[config.mk]
export PLATFORM = sky130hd
export DESIGN_NAME = shd_violation_detector
export DESIGN_NICKNAME = d
export VERILOG_FILES = /design/src/rtl/shd_pkg.sv /design/src/rtl/shd_change_detect.sv /design/src/rtl/shd_history.sv /design/src/rtl/shd_window_eval.sv /design/src/rtl/shd_violation_detector.sv
export SDC_FILE = /design/constraint.sdc
export NUM_CORES = 1
export LEC_CHECK = 0
export BUFFER_PORTS_ARGS = -buffer_cell sky130_fd_sc_hd__buf_4
export CORE_MARGIN = 2
export CORE_UTILIZATION = 50
export DETAILED_ROUTE_END_ITERATION = 16
export PLACE_DENSITY = 0.69
export SLEW_MARGIN = 10
export SYNTH_ARGS = -nofsm -noshare
export SYNTH_HDL_FRONTEND = slang
export SYNTH_HIERARCHICAL = 1
export SYNTH_SLANG_ARGS = --single-unit
[constraint.sdc]
create_clock -name clk -period 2.3 [get_ports clk]
set_clock_uncertainty 0.2 [all_clocks]
set_input_delay 0 -clock clk [delete_from_list [all_inputs] [get_ports clk]]
set_output_delay 0 -clock clk [all_outputs]
set_load 0.01 [all_outputs]
[src/rtl/shd_pkg.sv]
package shd_pkg;

  // Limit a programmed span to the largest span the history can hold.
  function automatic int clamp_ticks(input int val, input int lim);
    return (val > lim) ? lim : val;
  endfunction

  // History slot k holds the change seen k ticks before the report tick.
  // The edge sits max_t ticks back, so slots below max_t lie after the edge
  // (hold side) and slots from max_t upward lie at or before it (setup side).
  function automatic logic in_window(input int k, input int setup, input int hold,
                                     input int max_t);
    return ((k >= max_t - hold) && (k < max_t)) ||
           ((k >= max_t) && (k < max_t + setup));
  endfunction

endpackage

[src/rtl/shd_change_detect.sv]
module shd_change_detect #(
  parameter int N_GRP = 4,
  parameter int GRP_W = 4
) (
  input  logic                   clk,
  input  logic                   rst_n,
  input  logic [N_GRP*GRP_W-1:0] data_i,
  output logic [N_GRP-1:0]       chg_o
);

  logic [N_GRP*GRP_W-1:0] prev_q;
  logic                   primed_q;

  always_ff @(posedge clk or negedge rst_n) begin
    if (!rst_n) begin
      prev_q   <= '0;
      primed_q <= 1'b0;
    end else begin
      prev_q   <= data_i;
      primed_q <= 1'b1;
    end
  end

  for (genvar g = 0; g < N_GRP; g++) begin : g_grp
    assign chg_o[g] = primed_q &&
                      (data_i[g*GRP_W +: GRP_W] != prev_q[g*GRP_W +: GRP_W]);
  end

endmodule

[src/rtl/shd_history.sv]
module shd_history #(
  parameter int N_GRP     = 4,
  parameter int GRP_W     = 4,
  parameter int MAX_TICKS = 16
) (
  input  logic                           clk,
  input  logic                           rst_n,
  input  logic [N_GRP-1:0]               chg_i,
  input  logic                           edge_i,
  input  logic [N_GRP*GRP_W-1:0]         data_i,
  output logic [N_GRP*2*MAX_TICKS-1:0]   hist_o,
  output logic                           edge_rpt_o,
  output logic [N_GRP*GRP_W-1:0]         data_rpt_o
);

  localparam int HIST_W = 2 * MAX_TICKS;
  localparam int DEPTH  = MAX_TICKS + 1;
  localparam int DW     = N_GRP * GRP_W;

  for (genvar g = 0; g < N_GRP; g++) begin : g_hist
    logic [HIST_W-1:0] chg_sr;
    always_ff @(posedge clk or negedge rst_n) begin
      if (!rst_n) chg_sr <= '0;
      else        chg_sr <= {chg_sr[HIST_W-2:0], chg_i[g]};
    end
    assign hist_o[g*HIST_W +: HIST_W] = chg_sr;
  end

  logic [DEPTH-1:0] edge_sr;
  logic [DW-1:0]    data_sr [DEPTH];

  always_ff @(posedge clk or negedge rst_n) begin
    if (!rst_n) begin
      edge_sr <= '0;
      for (int k = 0; k < DEPTH; k++) data_sr[k] <= '0;
    end else begin
      edge_sr    <= {edge_sr[DEPTH-2:0], edge_i};
      data_sr[0] <= data_i;
      for (int k = 1; k < DEPTH; k++) data_sr[k] <= data_sr[k-1];
    end
  end

  assign edge_rpt_o = edge_sr[DEPTH-1];
  assign data_rpt_o = data_sr[DEPTH-1];

endmodule

[src/rtl/shd_window_eval.sv]
module shd_window_eval #(
  parameter int MAX_TICKS = 16,
  parameter int CFG_W     = 5
) (
  input  logic [2*MAX_TICKS-1:0] hist_i,
  input  logic [CFG_W-1:0]       setup_i,
  input  logic [CFG_W-1:0]       hold_i,
  input  logic                   en_i,
  output logic                   hit_o
);
  import shd_pkg::*;

  localparam int HIST_W = 2 * MAX_TICKS;

  int                setup_eff;
  int                hold_eff;
  logic [HIST_W-1:0] win_mask;

  assign setup_eff = clamp_ticks(int'(setup_i), MAX_TICKS);
  assign hold_eff  = clamp_ticks(int'(hold_i), MAX_TICKS);

  for (genvar k = 0; k < HIST_W; k++) begin : g_slot
    assign win_mask[k] = in_window(k, setup_eff, hold_eff, MAX_TICKS);
  end

  assign hit_o = en_i && |(hist_i & win_mask);

endmodule

[src/rtl/shd_violation_detector.sv]
module shd_violation_detector #(
  parameter int N_GRP     = 4,
  parameter int GRP_W     = 4,
  parameter int MAX_TICKS = 16,
  parameter int CFG_W     = $clog2(2 * MAX_TICKS)
) (
  input  logic                   clk,
  input  logic                   rst_n,
  input  logic                   sync_mode_i,
  input  logic                   edge_i,
  input  logic [N_GRP*GRP_W-1:0] data_i,
  input  logic [N_GRP-1:0]       grp_en_i,
  input  logic [N_GRP*CFG_W-1:0] setup_ticks_i,
  input  logic [N_GRP*CFG_W-1:0] hold_ticks_i,
  output logic                   valid_o,
  output logic [N_GRP-1:0]       viol_o,
  output logic [N_GRP*GRP_W-1:0] sample_o
);

  localparam int HIST_W = 2 * MAX_TICKS;
  localparam int DW     = N_GRP * GRP_W;

  logic [N_GRP-1:0]        grp_chg;
  logic [N_GRP*HIST_W-1:0] chg_hist;
  logic                    rpt_edge;
  logic [DW-1:0]           rpt_data;
  logic [N_GRP-1:0]        grp_hit;
  logic                    rpt_fire;

  shd_change_detect #(.N_GRP(N_GRP), .GRP_W(GRP_W)) u_chg (
    .clk    (clk),
    .rst_n  (rst_n),
    .data_i (data_i),
    .chg_o  (grp_chg)
  );

  shd_history #(.N_GRP(N_GRP), .GRP_W(GRP_W), .MAX_TICKS(MAX_TICKS)) u_hist (
    .clk        (clk),
    .rst_n      (rst_n),
    .chg_i      (grp_chg),
    .edge_i     (edge_i),
    .data_i     (data_i),
    .hist_o     (chg_hist),
    .edge_rpt_o (rpt_edge),
    .data_rpt_o (rpt_data)
  );

  for (genvar g = 0; g < N_GRP; g++) begin : g_eval
    shd_window_eval #(.MAX_TICKS(MAX_TICKS), .CFG_W(CFG_W)) u_win (
      .hist_i  (chg_hist[g*HIST_W +: HIST_W]),
      .setup_i (setup_ticks_i[g*CFG_W +: CFG_W]),
      .hold_i  (hold_ticks_i[g*CFG_W +: CFG_W]),
      .en_i    (grp_en_i[g]),
      .hit_o   (grp_hit[g])
    );
  end

  assign rpt_fire = rpt_edge && sync_mode_i;

  always_ff @(posedge clk or negedge rst_n) begin
    if (!rst_n) begin
      valid_o  <= 1'b0;
      viol_o   <= '0;
      sample_o <= '0;
    end else begin
      valid_o  <= rpt_fire;
      viol_o   <= rpt_fire ? grp_hit : '0;
      sample_o <= rpt_data;
    end
  end

endmodule

* Yosys cells after proc, flatten, opt, wreduce, memory -nomap -nowiden
Cells that the tools add are included.
** Word-level totals
- Bits in registers :: 439
- Bits in latches :: 0
- Memory bits (writable) :: 0
- Memory bits (read-only) :: 0
- Input port bits :: 64
- Word-level logic and storage cells :: 200
- Memories :: 0
** Operators by class
- Add/subtract/negate cells :: 8
- Multipliers :: 0
- Divide/modulo/power cells :: 0
- Order comparisons :: 136
- Equality and inequality tests :: 4
- Shift-type cells :: 0
- Multiplexer cells :: 9
- Bitwise logic cells :: 4
- Reduce and logical (&&, ||, !) cells :: 13
** Operators by type and width (count)
- 6-bit by 32-bit less-than comparator with 1-bit output (first input constant) :: 64
- 5-bit by 32-bit >= comparator with 1-bit output (first input constant) :: 32
- 4-bit by 32-bit >= comparator with 1-bit output (first input constant) :: 16
- 3-bit by 32-bit >= comparator with 1-bit output (first input constant) :: 8
- 6-bit by 32-bit adder with 32-bit output (first input constant) :: 4
- 32-bit bitwise AND :: 4
- 1-bit by 32-bit >= comparator with 1-bit output (first input constant) :: 4
- 2-bit by 32-bit >= comparator with 1-bit output (first input constant) :: 4
- 32-bit OR reduction :: 4
- 6-bit by 32-bit subtractor with 32-bit output (first input constant) :: 4
- 5-bit > comparator (second input constant) :: 8
- 5-bit two-way mux :: 8
- 4-bit inequality test :: 4
- 1-bit logical AND :: 9
- 4-bit two-way mux :: 1

* Logic depth before layout (Yosys ltp)
- Depth after elaboration :: 8
- Gate-level depth with buffers :: 10
- Depth with buffers taken out :: 9

* By module
The synthesis kept the hierarchy.
** By module, submodules not included
- shd_history :: times used 1, cells each 433, area an instance 10555.1 µm², sequential area each 10435.0 µm²
- shd_window_eval :: times used 4, cells each 77, area an instance 521.8 µm², sequential area each 0.0 µm²
- shd_change_detect :: times used 1, cells each 38, area an instance 614.3 µm², sequential area each 425.4 µm²
- shd_violation_detector :: times used 1, cells each 26, area an instance 558.0 µm², sequential area each 525.5 µm²

* Least setup slack after synthesis
Ideal clock, no wire load.
- Path kind :: input-to-reg
- Start :: in hold_ticks_i[4]
- End :: reg viol_o[0]
- Arrival :: 1.540 ns
- Setup slack :: 0.440 ns
- Stages on the path :: 9
- Path through :: clkbuf_1 nand2b_1 ha_1 nand2b_1 a221oi_1 o211ai_1 a21oi_1 o221ai_2 and3_1
** Between the ends
- Longest elaborated chain between the ends :: 8
** RTL lines
- from (decl) :: line shd_violation_detector.sv:14 : input logic [N_GRP*CFG_W-1:0] hold_ticks_i,
- 5-bit > comparator :: line shd_pkg.sv:5 : return (val > lim) ? lim : val;
- 5-bit two-way mux * :: line shd_pkg.sv:5
- 6-bit by 32-bit subtractor with 32-bit output * :: line shd_pkg.sv:13 : return ((k >= max_t - hold) && (k < max_t)) ||
- 1-bit by 32-bit >= comparator with 1-bit output (tied with other cells) :: line shd_pkg.sv:13
- 32-bit bitwise AND * :: line shd_window_eval.sv:26 : assign hit_o = en_i && |(hist_i & win_mask);
- 32-bit OR reduction * :: line shd_window_eval.sv:26
- 1-bit logical AND * :: line shd_window_eval.sv:26
- net grp_hit[0] :: line shd_violation_detector.sv:27 : logic [N_GRP-1:0] grp_hit;
- 4-bit two-way mux * :: line shd_violation_detector.sv:67 : viol_o <= rpt_fire ? grp_hit : '0;
- to (signal assigned) :: line shd_violation_detector.sv:67
- to (decl) :: line shd_violation_detector.sv:16 : output logic [N_GRP-1:0] viol_o,
Mark *: on every way through the listed nets, which the timed path passes. The rest lies on a longest branch.

* Worst setup path after layout
- Start :: in hold_ticks_i[5]
- End :: reg viol_o[1]
Same word-level chain as after synthesis.

==> results.cfg <==
[final_layout]
fin_util = 0.625
drive_above_1_share = 0.169
n_antenna_cell = 0
num-fill-cells = 1931
area_growth_syn_to_layout_pct = 22.3
final_nets = 1059
design_area_sq_um = 16900

[placed_design]
dp_hpwl_um = 12200
place_congestion = 0.876
place_area_sq_um = 14800
io_buffers = 84

[power]
p_leak_nw = 7.56
irDropWorstVdd_mv = 0.476
power.density_nw_per_um2 = 974

[timing]
fin_crit_sh = 0.948
slew_viol_final = 0
grt_setup_unrepaired = false
setup_viol = 0
fin_crit_ns = 2.18
fin_tns_setup_ns = 0
hold_violations = 0
fmax_ghz = 0.459

[setup_path]
critPathMaxStageDelay_ns = 0.55
endpoint_kind = flop
crit_path_frequent_cell = dlygate4sd3_1
slowest_stage = dlygate4sd3_1
crit_chain = dlygate4sd3_1 -> buf_4 -> o31a_1 -> dlygate4sd3_1 -> nor3_1 -> nand3_1 -> a211oi_1 -> o221ai_2 -> and3_1
cp_max_fo = 5
critPathKind = in2reg
rr_worst_depth = 6
crit_required_ns = 2.51
rrSetupSlack_ns = 0.37
r2r_start = u_hist/g_hist[1].chg_sr[28]$_DFF_PN0_
rr_endpoint = viol_o[1]$_DFF_PN0_
crit_path_start_kind = primary input
cp.arrival_ns = 2.39
critPathLaunch = hold_ticks_i[5]

[yosys]
syn-num-nets = 881
syn_inst = 805
ys_seq_elements = 455
yosysWarnings = 6
seq_area_frac_synth = 0.824
async_flop_share = 1.00
syn_area_sq_um = 13800
synth_edf_count = 0
netlist_top_cells_count = dfrtp_1, nor2_1, a21oi_1
synth_area_per_cell_sq_um = 17.2
synth_cell_types = 43
yosysMostFrequentCell = dfrtp_1
synth_flop_cell = dfrtp_1
yosysTopAreaCellShare = 0.824
synthTopCellsByArea = dfrtp_1, buf_4, ha_1
yosys.area.top_type = dfrtp_1

[routing]
wl_um = 21000
first_pass_iters = 4
via_count = 6798
drt_iter0_drc = 559
drc = 0
ant_nets = 0
vias_per_cell = 5.04
routedWlPerCell_um = 15.5

[clocking]
cts_root_buffer = clkbuf_16
clk_latency_ns = 0.52
clockBufferDepth = 3
h-tree-depth = 2
clkSlewWorstSetupHoldPaths_ns = 0.06
cts_num_sinks = 455
tritoncts = yes
cts_inserted_buffers = 43

[floorplanning]
die_area_sq_um = 29000
chipHeight_um = 170
core_sq_um = 27000
row_count = 60
die_w_um = 170
io_pins = 85
initial_core_util = 0.511

[global_routing]
grt_start_max_net_pins = 78
antenna_found_initial = 0
grt_pass1_vias = 7161
grtUsageTotal = 0.156
overflow = 0
grt_pass1_wl_um = 35600

[min_path]
min_from = setup_ticks_i[17]
worstHoldPathType = in2reg
hold_end = viol_o[3]$_DFF_PN0_
min_path_cells = 6

[outcome]
status = finished clean

[flow_run]
cap_viol_max_count = 0
[cells in the final DEF (no fill, tap or decap), drive strengths merged, types with 5 or more instances in the layout]
master / instances
a221o: 8
nor4: 8
nor2b: 8
nor2: 40
nand2: 12
buf: 92
nand2b: 12
a21oi: 24
bufinv: 5
dlygate4sd3: 73
nor3: 12
o211ai: 8
a22oi: 8
xor2: 16
clkbuf: 59
o221ai: 12
ha: 12
o21ai: 20
or3: 8
clkinv: 5
dfrtp: 455
inv: 20
nand3: 12
[worst max-delay path: cells and delay by family]
kind                   cells  cell delay, ns
AOI/OAI and AO/OA          3            0.63
buffers and inverters      3            1.24
and+or+nand+nor            3            0.51
[metal layers]
layer | track usage | vias to the layer above | part of all wire
met5 | 0 | - | 0
met2 | 0.238 | 163 | 0.47
met4 | 0.0565 | 0 | 0.024
li1 | - | 3126 | -
met3 | 0.0347 | 41 | 0.049
met1 | 0.223 | 3468 | 0.46
[layout make-up]
cell class                      instances  area, sq um  share of cell area
Clock buffer                           59         1230              0.0727
Clock inverter                         11          183              0.0108
Inverter                               20         75.1             0.00444
Multi-Input combinational cell        298         2100               0.124
Sequential cell                       455        11400               0.674
Tap cell                              341          427              0.0252
Timing Repair Buffer                  165         1500              0.0890
[power breakdown]
group	internal, W	switching, W	leakage (nW)
registers	0.00846	0.000200	5.33
clock network	0.00427	0.00273	0.691
logic	0.000370	0.000436	1.54
total	0.0131	0.00336	7.56
[registers in the layout (all words and copies together), names as in the netlist]
register / flops
sample_o: 16
u_chg/prev_q: 16
u_chg/primed_q: 1
u_hist/data_rpt_o: 16
u_hist/data_sr: 256
u_hist/edge_sr: 17
u_hist/g_hist.chg_sr: 128
valid_o: 1
viol_o: 4
[metrics by stage]
stage | total power, W | hold slack (ns) | setup WS [ns] | instances
final | 0.0165 | 0.0200 | 0.120 | 1349
after global routing | 0.0172 | 0.0508 | 0.0321 | 1349
after CTS | 0.0167 | 0.00178 | 0.132 | 1349
after detailed placement | 0.00951 | -0.223 | 0.276 | 1206
after global placement | 0.00948 | -0.229 | 0.358 | 1206
after floorplan | 0.00907 | -0.496 | 0.440 | 805
[worst max path at each step]
stage                          endpoint  slack [ns]  cells past startpoint
CTS                 viol_o[1]$_DFF_PN0_        0.13                      9
finish              viol_o[1]$_DFF_PN0_        0.12                      9
global route        viol_o[2]$_DFF_PN0_        0.03                     11
detailed placement  viol_o[2]$_DFF_PN0_        0.28                      9
global placement    viol_o[2]$_DFF_PN0_        0.36                      9
floorplan           viol_o[0]$_DFF_PN0_        0.44                      9
[repair_timing]
| action | CTS | global route |
|---|---|---|
| endpoints found under the hold margin | 497 | 0 |
| gates resized for setup | 0 | 2 |
| buffers inserted | 0 | 0 |
| setup endpoints to repair | 0 | 2 |
| hold buffers | 73 | 0 |
[cells by family after synthesis]
logic type               synth area share
AO/OA/AOI/OAI                      0.0819
buffers and inverters              0.0239
other                            0.000271
AND/OR/NAND/NOR                    0.0462
flip-flops                          0.824
adder cells (fa/ha/maj)            0.0109
XOR/XNOR                           0.0127
(Power assumes the default switching activity.)
